### src/rtl/aud_txq_pkg.sv
package aud_txq_pkg;

    typedef enum logic [2:0] {
        ST_STOP  = 3'd0,
        ST_INIT  = 3'd1,
        ST_FULL  = 3'd2,
        ST_LACK  = 3'd3,
        ST_EMPTY = 3'd4,
        ST_FLUSH = 3'd5
    } txq_state_e;

    // States in which the serializer may take entries
    function automatic logic may_drain(txq_state_e s);
        return (s == ST_FULL) || (s == ST_LACK) || (s == ST_FLUSH);
    endfunction

endpackage

### src/rtl/aud_txq_store.sv
module aud_txq_store #(
    parameter int DEPTH = 4,
    parameter int SW    = 16
) (
    input  logic          clk,
    input  logic          rst_n,
    input  logic          push,
    input  logic          pop,
    input  logic [SW-1:0] wr_left,
    input  logic [SW-1:0] wr_right,
    output logic [SW-1:0] rd_left,
    output logic [SW-1:0] rd_right
);
    localparam int PW      = (DEPTH > 1) ? $clog2(DEPTH) : 1;
    localparam int ENTRY_W = 2 * SW;

    typedef struct packed {
        logic [DEPTH-1:0][ENTRY_W-1:0] mem;
        logic [PW-1:0]                 wp;
        logic [PW-1:0]                 rp;
    } store_t;

    store_t st_d, st_q;

    function automatic logic [PW-1:0] bump(logic [PW-1:0] p);
        return (p == PW'(DEPTH - 1)) ? '0 : p + 1'b1;
    endfunction

    always_comb begin
        st_d = st_q;
        if (push) begin
            st_d.mem[st_q.wp] = {wr_left, wr_right};
            st_d.wp           = bump(st_q.wp);
        end
        if (pop) begin
            st_d.rp = bump(st_q.rp);
        end
    end

    always_ff @(posedge clk or negedge rst_n) begin
        if (!rst_n) st_q <= '0;
        else        st_q <= st_d;
    end

    assign {rd_left, rd_right} = st_q.mem[st_q.rp];

endmodule

### src/rtl/aud_txq_level.sv
module aud_txq_level #(
    parameter int DEPTH = 4,
    localparam int CW   = $clog2(DEPTH + 1)
) (
    input  logic          clk,
    input  logic          rst_n,
    input  logic          push,
    input  logic          pop,
    output logic [CW-1:0] cnt_d,
    output logic          full,
    output logic          empty
);
    typedef struct packed {
        logic [CW-1:0] cnt;
        logic          full;
        logic          empty;
    } lvl_t;

    lvl_t lv_d, lv_q;

    always_comb begin
        lv_d = lv_q;
        case ({push, pop})
            2'b10:   lv_d.cnt = lv_q.cnt + 1'b1;
            2'b01:   lv_d.cnt = lv_q.cnt - 1'b1;
            default: lv_d.cnt = lv_q.cnt;
        endcase
        lv_d.full  = (lv_d.cnt == CW'(DEPTH));
        lv_d.empty = (lv_d.cnt == '0);
    end

    always_ff @(posedge clk or negedge rst_n) begin
        if (!rst_n) lv_q <= '{cnt: '0, full: 1'b0, empty: 1'b1};
        else        lv_q <= lv_d;
    end

    assign cnt_d = lv_d.cnt;
    assign full  = lv_q.full;
    assign empty = lv_q.empty;


    no_overflow_chk: assert property (@(posedge clk) disable iff (!rst_n)
        lv_q.cnt <= CW'(DEPTH));


    full_push_chk: assert property (@(posedge clk) disable iff (!rst_n)
        lv_q.full |-> !push);

endmodule

### src/rtl/aud_txq_fsm.sv
module aud_txq_fsm
    import aud_txq_pkg::*;
#(
    parameter int DEPTH = 4,
    localparam int CW   = $clog2(DEPTH + 1)
) (
    input  logic          clk,
    input  logic          rst_n,
    input  logic          run,
    input  logic [CW-1:0] cnt_d,
    output txq_state_e    state
);
    typedef struct packed {
        txq_state_e st;
    } fsm_t;

    fsm_t fs_d, fs_q;
    logic will_full, will_empty;

    always_comb begin
        will_full  = (cnt_d == CW'(DEPTH));
        will_empty = (cnt_d == '0);
        fs_d = fs_q;
        unique case (fs_q.st)
            ST_STOP: begin
                if (run) fs_d.st = ST_INIT;
            end
            ST_INIT, ST_EMPTY: begin
                if (!run)           fs_d.st = will_empty ? ST_STOP : ST_FLUSH;
                else if (will_full) fs_d.st = ST_FULL;
            end
            ST_FULL, ST_LACK: begin
                if (!run)            fs_d.st = will_empty ? ST_STOP : ST_FLUSH;
                else if (will_empty) fs_d.st = ST_EMPTY;
                else if (will_full)  fs_d.st = ST_FULL;
                else                 fs_d.st = ST_LACK;
            end
            ST_FLUSH: begin
                if (run) begin
                    if (will_full)       fs_d.st = ST_FULL;
                    else if (will_empty) fs_d.st = ST_EMPTY;
                    else                 fs_d.st = ST_LACK;
                end else if (will_empty) begin
                    fs_d.st = ST_STOP;
                end
            end
            default: fs_d.st = ST_STOP;
        endcase
    end

    always_ff @(posedge clk or negedge rst_n) begin
        if (!rst_n) fs_q <= '{st: ST_STOP};
        else        fs_q <= fs_d;
    end

    assign state = fs_q.st;


    state_code_chk: assert property (@(posedge clk) disable iff (!rst_n)
        fs_q.st inside {ST_STOP, ST_INIT, ST_FULL, ST_LACK, ST_EMPTY, ST_FLUSH});

endmodule

### src/rtl/aud_txq.sv
module aud_txq
    import aud_txq_pkg::*;
#(
    parameter int DEPTH = 4,
    parameter int SW    = 16
) (
    input  logic          clk,
    input  logic          rst_n,
    input  logic          run_i,
    input  logic          wr_en_i,
    input  logic [SW-1:0] wr_left_i,
    input  logic [SW-1:0] wr_right_i,
    input  logic          rd_req_i,
    output logic          rd_valid_o,
    output logic [SW-1:0] rd_left_o,
    output logic [SW-1:0] rd_right_o,
    output logic [2:0]    state_o,
    output logic          full_o,
    output logic          empty_o
);
    localparam int CW = $clog2(DEPTH + 1);

    txq_state_e    state;
    logic [CW-1:0] cnt_d;
    logic          full, empty;
    logic          push, pop;

    always_comb begin
        push = wr_en_i && !full;
        pop  = rd_req_i && !empty && may_drain(state);
    end

    aud_txq_store #(.DEPTH(DEPTH), .SW(SW)) u_store (
        .clk      (clk),
        .rst_n    (rst_n),
        .push     (push),
        .pop      (pop),
        .wr_left  (wr_left_i),
        .wr_right (wr_right_i),
        .rd_left  (rd_left_o),
        .rd_right (rd_right_o)
    );

    aud_txq_level #(.DEPTH(DEPTH)) u_level (
        .clk   (clk),
        .rst_n (rst_n),
        .push  (push),
        .pop   (pop),
        .cnt_d (cnt_d),
        .full  (full),
        .empty (empty)
    );

    aud_txq_fsm #(.DEPTH(DEPTH)) u_fsm (
        .clk   (clk),
        .rst_n (rst_n),
        .run   (run_i),
        .cnt_d (cnt_d),
        .state (state)
    );

    assign rd_valid_o = pop;
    assign state_o    = state;
    assign full_o     = full;
    assign empty_o    = empty;


    no_early_read_chk: assert property (@(posedge clk) disable iff (!rst_n)
        (state_o == 3'd0 || state_o == 3'd1) |-> !rd_valid_o);


    start_chk: assert property (@(posedge clk) disable iff (!rst_n)
        (state_o == 3'd0 && run_i) |=> (state_o == 3'd1));


    flag_excl_chk: assert property (@(posedge clk) disable iff (!rst_n)
        !(full_o && empty_o));


    full_write_chk: assert property (@(posedge clk) disable iff (!rst_n)
        (full_o && wr_en_i && !rd_valid_o) |=> full_o);


    stop_empty_chk: assert property (@(posedge clk) disable iff (!rst_n)
        (state_o != 3'd0 && !run_i && empty_o && !wr_en_i) |=> (state_o == 3'd0));

endmodule

### config.mk
export PLATFORM = sky130hd
export DESIGN_NAME = aud_txq
export DESIGN_NICKNAME = d
export VERILOG_FILES = /design/src/rtl/aud_txq_pkg.sv /design/src/rtl/aud_txq_store.sv /design/src/rtl/aud_txq_level.sv /design/src/rtl/aud_txq_fsm.sv /design/src/rtl/aud_txq.sv
export SDC_FILE = /design/constraint.sdc
export NUM_CORES = 1
export LEC_CHECK = 0
export BUFFER_PORTS_ARGS = -buffer_cell sky130_fd_sc_hd__buf_2
export CORE_MARGIN = 2
export CORE_UTILIZATION = 30
export CTS_BUF_LIST = sky130_fd_sc_hd__clkbuf_4 sky130_fd_sc_hd__clkbuf_8 sky130_fd_sc_hd__clkbuf_16
export CTS_CLUSTER_SIZE = 20
export DETAILED_ROUTE_END_ITERATION = 16
export PLACE_DENSITY = 0.5
export SLEW_MARGIN = 20
export SYNTH_ARGS = -nofsm -noshare
export SYNTH_HDL_FRONTEND = slang
export SYNTH_SLANG_ARGS = --single-unit
### constraint.sdc
create_clock -name clk -period 3.3 [get_ports clk]
set_input_delay 0.66 -clock clk [delete_from_list [all_inputs] [get_ports clk]]
set_output_delay 0.66 -clock clk [all_outputs]
set_load 0.01 [all_outputs]
# Yosys cells after proc, flatten, opt, wreduce, memory -nomap -nowiden
# Cells that the tools add are included.
[word_totals]
register_bits = 140
[op_classes]
n_addsub = 4
n_lt_le_gt_ge = 3
eq_ne = 13
muxes = 20
reduce_logical = 13
[op_table]
columns = ["op", "count"]
rows = [
  ["128-bit bitwise mux", 1],
  ["32-bit binary-select mux with 2-bit select", 1],
  ["32-bit demux with 2-bit select", 1],
  ["32-bit 2-to-1 mux", 2],
  ["3-bit 2-to-1 mux", 10],
  ["3-bit case mux with 4 select lines", 1],
  ["3-bit == test, second input constant", 3],
  ["2-bit == test, second input constant", 3],
  ["3-bit by 2-bit == test with 1-bit output, second input constant", 2],
  ["3-bit logical NOT", 2],
  ["2-bit by 3-bit < comparator with 1-bit output, second input constant", 2],
  ["3-bit by 2-bit != test with 1-bit output, second input constant", 2],
  ["3-bit case mux with 2 select lines", 1],
  ["2-bit by 1-bit adder with 2-bit output, second input constant", 2],
  ["1-bit logical AND", 4],
  ["2-bit 2-to-1 mux", 2],
  ["2-bit OR reduction", 2],
  ["3-bit by 1-bit adder with 3-bit output, second input constant", 1],
  ["3-bit by 1-bit == test with 1-bit output, second input constant", 1],
  ["3-bit AND reduction", 1],
  ["3-bit by 1-bit subtractor with 3-bit output, second input constant", 1],
  ["2-bit by 1-bit == test with 1-bit output, second input constant", 1],
  ["2-bit by 1-bit greater-or-equal comparator with 1-bit output, second input constant", 1],
  ["1-bit logical NOT", 2],
  ["3 further kinds", 4],
]

# Longest topological paths before layout
[depth]
word_depth = 11
ltp_mapped = 19
ltp_nobuf = 18

# Hierarchy
# A second synthesis with hierarchy kept.
[unflattened]
hier_cells = 398
hier_area_um2 = 6384.9
[by_module_without_submodules]
columns = ["module", "n_inst", "cells_each", "area_each_um2"]
rows = [
  ["aud_txq_store", 1, 330, 5741.8],
  ["aud_txq_fsm", 1, 39, 316.6],
  ["aud_txq_level", 1, 24, 291.5],
  ["aud_txq", 1, 5, 35.0],
]

# Worst setup path after synthesis
# No wires, ideal clock.
[synth_path]
kind = "register to register"
start = "register u_fsm.fs_q (netlist bit u_fsm.state[1])"
end = "register u_fsm.fs_q (netlist bit u_fsm.state[2])"
t_arrival_ns = 3.295
required_ns = 3.182
setup_slack_ns = -0.113
stages_incl_launch_ff = 18
path_cell_list = "dfrtp_1 -> clkbuf_1 -> nor2b_1 -> nor2_1 -> nor3b_2 -> ha_1 -> inv_1 -> fa_1 -> xor2_1 -> nor2_4 -> xnor2_4 -> nand2_4 -> ha_1 -> a21oi_1 -> o21ai_0 -> a31oi_1 -> o21ai_0 -> a21o_1"
[synth_between]
elab_chain_cells = 11
word_cells_on_any_way = 28
cone_classes = "eq/ne: 11; mux: 9; reduce/logical: 8"
[synth_lines]
columns = ["item", "line_no", "text"]
rows = [
  ["start: declaration", "aud_txq_fsm.sv:17", "fsm_t fs_d, fs_q;"],
  ["start signal: assignment", "aud_txq_fsm.sv:52", "if (!rst_n) fs_q <= '{st: ST_STOP};"],
  ["start signal: assignment", "aud_txq_fsm.sv:53", "else fs_q <= fs_d;"],
  ["3-bit by 2-bit == test with 1-bit output", "aud_txq_pkg.sv:14", "return (s == ST_FULL) || (s == ST_LACK) || (s == ST_FLUSH);"],
  ["1-bit logical OR", "aud_txq_pkg.sv:14", ""],
  ["1-bit logical OR (*)", "aud_txq_pkg.sv:14", ""],
  ["1-bit logical AND (*)", "aud_txq.sv:30", "pop = rd_req_i && !empty && may_drain(state);"],
  ["via rd_valid_o", "aud_txq.sv:14", "output logic rd_valid_o,"],
  ["2-bit by 1-bit == test with 1-bit output or 2-bit == test (tied branches)", "aud_txq_level.sv:23", "case ({push, pop})"],
  ["3-bit case mux with 2 select lines (*)", "aud_txq_level.sv:23", ""],
  ["3-bit logical NOT", "aud_txq_fsm.sv:22", "will_empty = (cnt_d == '0);"],
  ["3-bit 2-to-1 mux", "aud_txq_fsm.sv:41", "else if (will_empty) fs_d.st = ST_EMPTY;"],
  ["3-bit 2-to-1 mux", "aud_txq_fsm.sv:40", "if (will_full) fs_d.st = ST_FULL;"],
  ["3-bit 2-to-1 mux", "aud_txq_fsm.sv:39", "if (run) begin"],
  ["3-bit case mux with 4 select lines", "aud_txq_fsm.sv:24", "unique case (fs_q.st)"],
]
# Mark *: on every way through the listed nets, which the timed path passes. The rest lies on a longest branch.
# A chain may end at the register's enable or synchronous reset.

# Worst setup path in the final report
[layout_path]
start = "register u_fsm.fs_q (netlist bit u_fsm.state[2])"
end = "register u_fsm.fs_q (netlist bit u_fsm.state[2])"
[layout_between]
elab_chain_cells = 11
word_cells_on_any_way = 28
cone_classes = "eq/ne: 11; mux: 9; reduce/logical: 8"
[layout_lines]
columns = ["item", "line_no"]
rows = [
  ["3-bit by 2-bit == test with 1-bit output", "aud_txq_pkg.sv:14, aud_txq_fsm.sv:24"],
  ["1-bit logical OR (2 in series)", "aud_txq_pkg.sv:14"],
  ["1-bit logical AND", "aud_txq.sv:30"],
  ["2-bit by 1-bit == test with 1-bit output or 2-bit == test (tied branches)", "aud_txq_level.sv:23"],
  ["3-bit case mux with 2 select lines", "aud_txq_level.sv:23"],
  ["3-bit logical NOT", "aud_txq_fsm.sv:22"],
  ["3-bit 2-to-1 mux", "aud_txq_fsm.sv:41"],
  ["3-bit 2-to-1 mux", "aud_txq_fsm.sv:40"],
  ["3-bit 2-to-1 mux", "aud_txq_fsm.sv:39"],
  ["3-bit case mux with 4 select lines", "aud_txq_fsm.sv:24"],
]
# Several ways; a longest one is shown, not always the timed one.

==> flow_summary.json <==
{
  "slew_headroom_pct": 32.42,
  "first_global_vias": 4061,
  "core_area_mm2": 0.02096,
  "drt-pass1-iter-count": 4,
  "power.share.switching_pct": 32.34,
  "wl_um": 13950,
  "synth_edf_count": 0,
  "nets": 544,
  "cts_made_buffers": 17,
  "leakage_nw": 3.390,
  "finalHoldViolCount": 0,
  "synth.distinct_cells": 40,
  "synth-main-ff-cell": "dfrtp_1",
  "synth_warnings": 0,
  "multi_input_area_mm2": 0.002745,
  "cap_violations": 0,
  "syn_to_final_growth_pct": 22.38,
  "syn_nets": 457,
  "rows": 53,
  "start_util_pct": 30.39,
  "ff_latch_area_mm2": 0.003510,
  "instances_no_fill": 786,
  "yosys-top-cells-area": "dfrtp_1 (55%), mux2_2 (21%), mux4_2 (11%)",
  "die_x_um": 149.7,
  "comb_power_share_pct": 41.1,
  "grt_pass1_wl_um": 22450,
  "grt_start_max_net_pins": 67,
  "syn_avg_cell_area_um2": 15.49,
  "skew_ps": 6.724,
  "drtIter0Drc": 109,
  "synth_commonest_cells": "dfrtp_1 (139), mux2_2 (120), mux4_2 (32)",
  "synth-seq-cells": 140,
  "sequentialPowerShare_pct": 37.1,
  "design.die.area_mm2": 0.02241,
  "arrival_ps": 3330,
  "run_status": "finished, final reports clean",
  "fmax_mhz": 330.8,
  "antenna_found_initial": 0,
  "critPathKind": "register to register",
  "worst_pin_slew_ps": 1014,
  "routabilityCongestion": 0.7113,
  "worstPathCellList": "nand2_2, nor2_1, nor2_1, nor3b_2, ha_2, inv_1, fa_2, nor2b_2, a21o_1, nand2_4, ha_1, a21oi_1, o21ai_0, a31oi_1, o21ai_0, a21o_1",
  "yosys.area.top_type": "dfrtp_1",
  "slowest_delay_ps": 510,
  "finalWorstSetupSlack_ps": 277.1,
  "grt_overflow_total": 0,
  "syn-cell-area_mm2": 0.006367,
  "numPortBuffers": 74,
  "netlist.area_leader.share_pct": 54.63,
  "cp_data_required_time_ps": 3600,
  "worst_setup_path_start_kind": "register",
  "dp_hpwl_um": 8924,
  "p_total_w": 0.008522,
  "holdCritPathClass": "primary input to async pin",
  "layout-drive-gt1-share_pct": 58.32,
  "num_vias": 3744,
  "reg2reg_from": "u_fsm.state[2]$_DFFE_PN0P_",
  "p_per_area_mw_per_mm2": 1094,
  "cts.sinks": 140,
  "synthArstFlopShare_pct": 100.0,
  "utilization_pct": 37.19,
  "cts_tree": "done",
  "critPathMaxFanout": 5,
  "startpoint": "u_fsm.state[2]$_DFFE_PN0P_",
  "post-route-min-period_ps": 3023,
  "ant_nets": 0,
  "synth_most_common_cell": "dfrtp_1",
  "cts-root-buf": "clkbuf_16",
  "rsz0062_at_grt": "false",
  "setup_violations": 0,
  "dp_slack_ps": 165.8,
  "critical-path-slowest-cell": "fa_2",
  "worst-path-buf-inv": 1,
  "die_y_um": 149.7,
  "track_usage_pct": 13.24,
  "ir_worst_vdd_uv": 399.9,
  "cp-end-kind": "register",
  "clock_latency_ps": 410,
  "io_pins": 75,
  "htreeDepth": 4,
  "power_frac_clock_pct": 21.8,
  "power_switching_w": 0.002756,
  "diodes": 0,
  "intPower_w": 0.005766,
  "cts.clk_slew.worst_paths_ps": 60,
  "period_share_pct": 91.60,
  "maxSlewViolCount": 0,
  "ys_seq_area_share_pct": 55.04,
  "cp_top_family": "adder cells",
  "syn_inst": 411,
  "avgRoutedWirePerCell_um": 17.75,
  "tns_ps": 0,
  "via_per_inst": 4.763,
  "dp_cells": 751,
  "fillCellCount": 2045,
  "max-clock-path-buffers": 2,
  "drc": 0
}
## power groups by stage
stage / sequential (W) / clock [W] / combinational (W)
floorplan: 0.00292 / 0 / 0.00263
detailed placement: 0.00321 / 0 / 0.00355
global placement: 0.00315 / 0 / 0.00348
global route: 0.00329 / 0.00200 / 0.00383
finish: 0.00316 / 0.00186 / 0.00350
CTS: 0.00318 / 0.00193 / 0.00355
## worst register-to-register path, cell delays in order (launching register included)
cell,delay (ps)
dfrtp_2,410
nand2_2,70
nor2_1,140
nor2_1,70
nor3b_2,210
ha_2,240
inv_1,60
fa_2,510
nor2b_2,140
a21o_1,180
nand2_4,70
ha_1,210
a21oi_1,110
o21ai_0,90
a31oi_1,150
o21ai_0,90
a21o_1,160
## flip-flops by register name (all words and copies together) (netlist names)
signal and flops:
u_fsm.state 3, u_level.full 1, u_level.empty 1, u_store.st_q 132, u_level.lv_q 3
## cells by family after synthesis
family	count (synthesis)	synth area share [%]
flops	140	55.04
fa+ha+maj	9	1.886
buf+inv	34	2.319
xor+xnor	5	0.9827
mux	162	34.31
simple gates	32	2.830
compound gates	29	2.633
## through the flow
stage                     hold slack [ps]  instance area [µm²]
after floorplan                     364.4                 6396
final                               187.4                 7792
after CTS                           188.8                 7766
after global placement              468.0                 7188
after detailed placement            478.2                 7188
after global routing                197.7                 7792
## cell usage in the layout, fill, tap and decap left out, drive strengths merged
| cell | netlist | final |
|---|---|---|
| a21oi | 11 | 11 |
| buf | 16 | 93 |
| or4 | 1 | 1 |
| bufinv | 0 | 2 |
| ha | 8 | 8 |
| nor3b | 2 | 2 |
| o21bai | 1 | 1 |
| inv | 9 | 11 |
| or3 | 1 | 1 |
| o31a | 1 | 1 |
| mux2 | 130 | 130 |
| a32oi | 1 | 1 |
| clkbuf | 9 | 18 |
| a21o | 2 | 2 |
| nor3 | 1 | 1 |
| clkinvlp | 0 | 4 |
| dfrtp | 139 | 139 |
| nand2b | 1 | 1 |
| nand2 | 9 | 9 |
| nand3 | 1 | 1 |
| nor2b | 3 | 3 |
| fa | 1 | 1 |
| o211ai | 1 | 1 |
| xor2 | 3 | 3 |
| nand4 | 1 | 1 |
| a211o | 1 | 1 |
| clkinv | 0 | 6 |
| a31oi | 1 | 1 |
| and3b | 1 | 1 |
| xnor2 | 2 | 2 |
| o21ai | 10 | 10 |
| dfstp | 1 | 1 |
| or2 | 1 | 1 |
| mux4 | 32 | 32 |
| nor2 | 9 | 9 |
| nand3b | 1 | 1 |
## routing by layer
metal	up-vias	track usage [%]	wire, µm
met3	10	3.506	528
met1	1988	17.28	6332
met5	-	0	0
li1	1690	-	-
met4	0	4.387	180
met2	56	21.49	6911
## final timing paths
check / to / slack, ps / cells past startpoint
setup / recovery: u_fsm.state[2]$_DFFE_PN0P_ / 280 / 16
hold reg to reg: u_store.st_q[72]$_DFFE_PN0P_ / 480 / 1
min in group clk: u_store.st_q[72]$_DFFE_PN0P_ / 480 / 1
setup reg to reg: u_fsm.state[2]$_DFFE_PN0P_ / 280 / 16
max in group asynchronous: u_level.empty$_DFF_PN1_ / 2350 / 2
hold / removal: u_store.st_q[21]$_DFFE_PN0P_ / 190 / 1
## cell type report
type                    count  area share, %
flip-flops and latches    140          45.04
multi-input cells         237          35.23
repair buffers             93          7.466
clock buffers              18          5.556
well taps                 275          4.416
clock inverters            14          1.863
inverters                   9         0.4335
## repair_timing
action / 4_1_cts / 5_1_grt
hold buffers: 0 / 0
setup buffers: 0 / 3
setup endpoints to repair: 0 / 3
resized for setup: 0 / 2
Power figures use the tool's default switching activity.
